**src/rtl/txn_store_buffer.sv**
```systemverilog
module txn_store_buffer #(
  parameter int AW = 16,
  parameter int DW = 32,
  parameter int BANK_DEPTH = 16
) (
  input  logic                                clk,
  input  logic                                rst_n,
  input  logic                                tx_begin,
  input  logic                                tx_commit,
  input  logic                                tx_abort,
  input  logic                                combined_mode,
  input  logic                                st_valid,
  input  logic [AW-1:0]                       st_addr,
  input  logic [DW-1:0]                       st_data,
  input  logic                                st_xlat_ok,
  input  logic                                st_addr_pending,
  output logic                                dr_valid,
  output logic [AW-1:0]                       dr_addr,
  output logic [DW-1:0]                       dr_data,
  input  logic                                dr_ready,
  output logic                                tx_active,
  output logic                                abort_pulse,
  output logic [1:0]                          abort_cause,
  output logic [$clog2(2*BANK_DEPTH+1)-1:0]   occupancy
);
  localparam int TOT = 2 * BANK_DEPTH;
  localparam int CW  = $clog2(TOT + 1);
  localparam int RW  = $clog2(BANK_DEPTH);

  typedef enum logic [1:0] {S_IDLE, S_ACT, S_DRAIN} state_t;

  state_t            state;
  logic              mode_q;
  logic [CW-1:0]     wr_cnt, rd_idx;
  logic [AW+DW-1:0]  mem [2][BANK_DEPTH];

  wire [CW-1:0] cap    = mode_q ? CW'(TOT) : CW'(BANK_DEPTH);
  wire          full   = (wr_cnt == cap);
  wire          bad    = !st_xlat_ok || st_addr_pending;
  wire          st_try = (state == S_ACT) && st_valid && !tx_abort;
  wire          st_fail = st_try && (full || bad);
  wire          st_take = st_try && !full && !bad;
  wire [CW-1:0] cnt_nx = wr_cnt + CW'(st_take);

  wire          wr_bank = mode_q & wr_cnt[0];
  wire [RW-1:0] wr_row  = mode_q ? wr_cnt[RW:1] : wr_cnt[RW-1:0];
  wire          rd_bank = mode_q & rd_idx[0];
  wire [RW-1:0] rd_row  = mode_q ? rd_idx[RW:1] : rd_idx[RW-1:0];

  always_ff @(posedge clk)
    if (st_take) mem[wr_bank][wr_row] <= {st_addr, st_data};

  assign {dr_addr, dr_data} = mem[rd_bank][rd_row];
  assign dr_valid  = (state == S_DRAIN);
  assign tx_active = (state == S_ACT);
  assign occupancy = wr_cnt - rd_idx;

  always_ff @(posedge clk) begin
    if (!rst_n) begin
      state       <= S_IDLE;
      mode_q      <= 1'b0;
      wr_cnt      <= '0;
      rd_idx      <= '0;
      abort_pulse <= 1'b0;
      abort_cause <= 2'b00;
    end else begin
      abort_pulse <= 1'b0;
      case (state)
        S_IDLE: if (tx_begin) begin
          state       <= S_ACT;
          mode_q      <= combined_mode;
          wr_cnt      <= '0;
          rd_idx      <= '0;
          abort_cause <= 2'b00;
        end
        S_ACT: begin
          if (tx_abort || st_fail) begin
            state       <= S_IDLE;
            wr_cnt      <= '0;
            abort_pulse <= 1'b1;
            abort_cause <= tx_abort ? 2'b00 : {full && !bad, 1'b1};
          end else begin
            wr_cnt <= cnt_nx;
            if (tx_commit) state <= (cnt_nx != '0) ? S_DRAIN : S_IDLE;
          end
        end
        S_DRAIN: if (dr_ready) begin
          if (rd_idx + 1'b1 == wr_cnt) begin
            state  <= S_IDLE;
            wr_cnt <= '0;
            rd_idx <= '0;
          end else begin
            rd_idx <= rd_idx + 1'b1;
          end
        end
        default: state <= S_IDLE;
      endcase
    end
  end
endmodule

```
**config.mk**
```make
export PLATFORM = sky130hd
export DESIGN_NAME = txn_store_buffer
export DESIGN_NICKNAME = d
export VERILOG_FILES = /design/src/rtl/txn_store_buffer.sv
export SDC_FILE = /design/constraint.sdc
export NUM_CORES = 2
export LEC_CHECK = 0
export BUFFER_PORTS_ARGS = -buffer_cell sky130_fd_sc_hd__buf_4
export CAP_MARGIN = 40
export CORE_ASPECT_RATIO = 1.75
export CORE_MARGIN = 8
export CORE_UTILIZATION = 46
export CTS_CLUSTER_DIAMETER = 200
export DETAILED_ROUTE_END_ITERATION = 10
export PLACE_DENSITY_LB_ADDON = 0.08
export SLEW_MARGIN = 20
export SYNTH_ARGS = -nofsm -noshare
export SYNTH_HDL_FRONTEND = slang
export SYNTH_SLANG_ARGS = --single-unit
```
**constraint.sdc**
```tcl
create_clock -name clk -period 12 [get_ports clk]
set_input_delay 1.2 -clock clk [delete_from_list [all_inputs] [get_ports clk]]
set_output_delay 1.2 -clock clk [all_outputs]
set_load 0.02 [all_outputs]
```
==> metrics.yaml <==
reg2reg_to: "mem[1][175]"
required_ns: 10.80
syn_nets: 4271
hold_viol_final: 0
worstSetupPathType: "reg -> out"
yosysWarnings: 0
multi_input_area_mm2: 0.0130
crit_fanout: 90
maxSlewHeadroom_pct: 29.5
cts_made_buffers: 142
track_usage_pct: 24.8
grt_start_max_net_pins: 164
firstDrtPassIters: 6
ir_worst_vdd_v: 0.000135
leakage_uw: 0.0218
setup_ws_ns: 5.08
ys_top_cells_by_area: "edfxtp_1, nand2_1, mux2i_1"
synth_edf_count: 1536
met2_usage_pct: 44.1
grt_pass1_wl_um: 259000
syn_area_mm2: 0.0604
fmax_ghz: 0.144
cp_slowest_cell: "nor4_1"
slew_violations: 0
setup_viol: 0
grt_setup_unrepaired: "false"
clk_path_buf_depth: 3
routed_wl_um: 182000
worstSetupEndpointType: "primary output"
portBuffers: 116
fin_nets: 4385
num_vias: 37117
clock_latency_ns: 0.77
power_frac_comb_pct: 2.2
initial_utilization_pct: 46.2
timing.rr.start: "wr_cnt[4]"
ys_seq_elements: 1554
first_global_vias: 36225
grt.busiest_layer: "met2"
layout_common_cells: "edfxtp_1, nand2_1, nand3_1"
ys.flop_type: "edfxtp_1"
cts-root-buf: "clkbuf_16"
place_congestion: 0.762
worst_slew_pin_slew_ns: 1.06
h-tree-depth: 4
grtUsageMet1_pct: 31.6
crit_chain: "buf_4 -> mux2_8 -> buf_4 -> buf_4 -> mux2i_1 -> a32oi_1 -> a31oi_1 -> nor4_1 -> buf_4"
hold_path.class: "reg -> reg"
run_status: "completed"
r2r_slack_ns: 7.48
ys_types: 58
ctsHoldBuffers: 0
wire_per_inst_um: 29.8
place_inst: 5863
fillers: 10945
cts_tree: "yes"
clock_skew_ns: 0.0164
die_y_um: 495
slowest_delay_ns: 0.82
cp-start-kind: "flip-flop"
post_cts_resized: 0
area_delta_synth_final_pct: 13.5
layout-drive-gt1-share_pct: 11.0
syn_avg_cell_area_um2: 14.4
post-cts-setup-buffer-count: 0
p_switching_uw: 2180
synth_cells: 4204
post-place-ws_ns: 5.87
drt-initial-drc-count: 3632
worstHoldStart: "rd_idx[5]"
tns_ns: 0
holdPathEnd: "rd_idx[5]"
synth_top_area_share_pct: 76.3
clkPwrFrac_pct: 42.3
coreArea_mm2: 0.131
cpMostUsedCell: "buf_4"
cp.arrival_ns: 5.72
min_path_cells: 1
powerDensity_mw_per_mm2: 157
ys_seq_area_share_pct: 76.9
clk_pin_slew_ns: 0.07
final_common_cell: "edfxtp_1"
drcViolationCount: 0
ios: 117
dieArea_mm2: 0.144
utilization_pct: 52.4
rows: 176
fin_crit_sh_pct: 57.7
internal_power_uw: 8560
rr_worst_depth: 7
antenna_left: 0
fin_cells: 6113
hpwlAfterDp_um: 92800
use_met3_pct: 3.32
gr-total-overflow: 0
antenna_found_initial: 8
seqPwrFrac_pct: 55.5
swShare_pct: 20.3
seq_area_mm2: 0.0465
final.min_clock_period_ns: 6.92
cts.sinks: 1554
maxCapViolCount: 0
avgViaCountPerCell: 6.07
die_width_um: 290
yosysTopAreaCell: "edfxtp_1"
async_flop_share_pct: 0
==> synth_stat cells, drive strengths merged, types with 6 or more instances <==
library cell / number
a31oi: 190
ha: 8
nor3: 6
a32oi: 193
dfxtp: 18
nand2: 1168
inv: 14
o21ai: 13
mux2i: 200
clkbuf: 95
xnor2: 8
edfxtp: 1536
nor2: 56
nor4: 50
nor2b: 7
nand3: 392
buf: 171
a21oi: 12
==> flip-flops by register name (all words and copies together) (netlist names) <==
signal and cells:
abort_cause 2, abort_pulse 1, mem 1536, mode_q 1
rd_idx 6, state 2, wr_cnt 6
==> cell families (layout without fill, tap and decap cells) <==
kind of cell               after synthesis  after routing  share of synthesized area (%)
adders and majority gates                9              9                          0.199
muxes                                  201            201                           3.33
DFF                                   1554           1554                           76.9
AOI/OAI and AO/OA                      440            440                           5.42
xor gates and xnor gates                13             13                          0.188
other                                    0              3                              0
and+or+nand+nor                       1705           1705                           11.8
buffers and inverters                  282            497                           2.12
==> power by group through the flow <==
stage	combinational, µW	clock [µW]	sequential [µW]
final	231	4550	5960
after floorplan	86.0	0	6080
after CTS	233	4610	5960
after global placement	227	0	6080
after global routing	250	4790	5960
after detailed placement	233	0	6080
==> critical path, delay by kind of cell (launching register included) <==
| kind | cells | cell delay [ns] |
|---|---|---|
| AO/OA/AOI/OAI | 2 | 0.28 |
| buffers and inverters | 4 | 2.21 |
| flip-flops | 1 | 0.65 |
| multiplexers | 2 | 0.94 |
| AND/OR/NAND/NOR | 1 | 0.82 |
==> layer usage <==
| metal | part of all wire, % | vias up |
|---|---|---|
| met1 | 40 | 19401 |
| met5 | 0 | - |
| li1 | - | 16079 |
| met3 | 5.8 | 299 |
| met4 | 2.8 | 0 |
| met2 | 51 | 1338 |
==> through the flow <==
stage | area, µm² | hold slack [ns] | total power [µW]
CTS | 68500 | 0.494 | 10800
floorplan | 60400 | 0.450 | 6170
detailed placement | 64000 | 0.487 | 6310
finish | 68600 | 0.493 | 10700
global route | 68600 | 0.508 | 11000
global placement | 63300 | 0.465 | 6310
==> how the worst max path moves through the flow <==
stage / slack (ns) / depth (start not counted) / end / startpoint
after floorplan: 7.41 / 7 / mem[1][144] / tx_abort
after global placement: 5.67 / 9 / dr_data[21] / rd_idx[1]
after detailed placement: 5.87 / 9 / dr_addr[0] / rd_idx[1]
after CTS: 5.00 / 9 / dr_addr[0] / rd_idx[1]
after global routing: 4.83 / 9 / dr_data[15] / rd_idx[1]
final: 5.08 / 9 / dr_data[15] / rd_idx[1]
==> cell type report <==
class	instances	area share [%]
Timing Repair Buffer	236	3.38
Antenna cell	3	0.0109
Clock inverter	72	1.18
Sequential cell	1554	67.8
Multi-Input combinational cell	2368	19.0
Tap cell	1691	3.08
Inverter	16	0.0875
Clock buffer	173	5.47
Note: power is estimated with default switching activity, not from simulation.
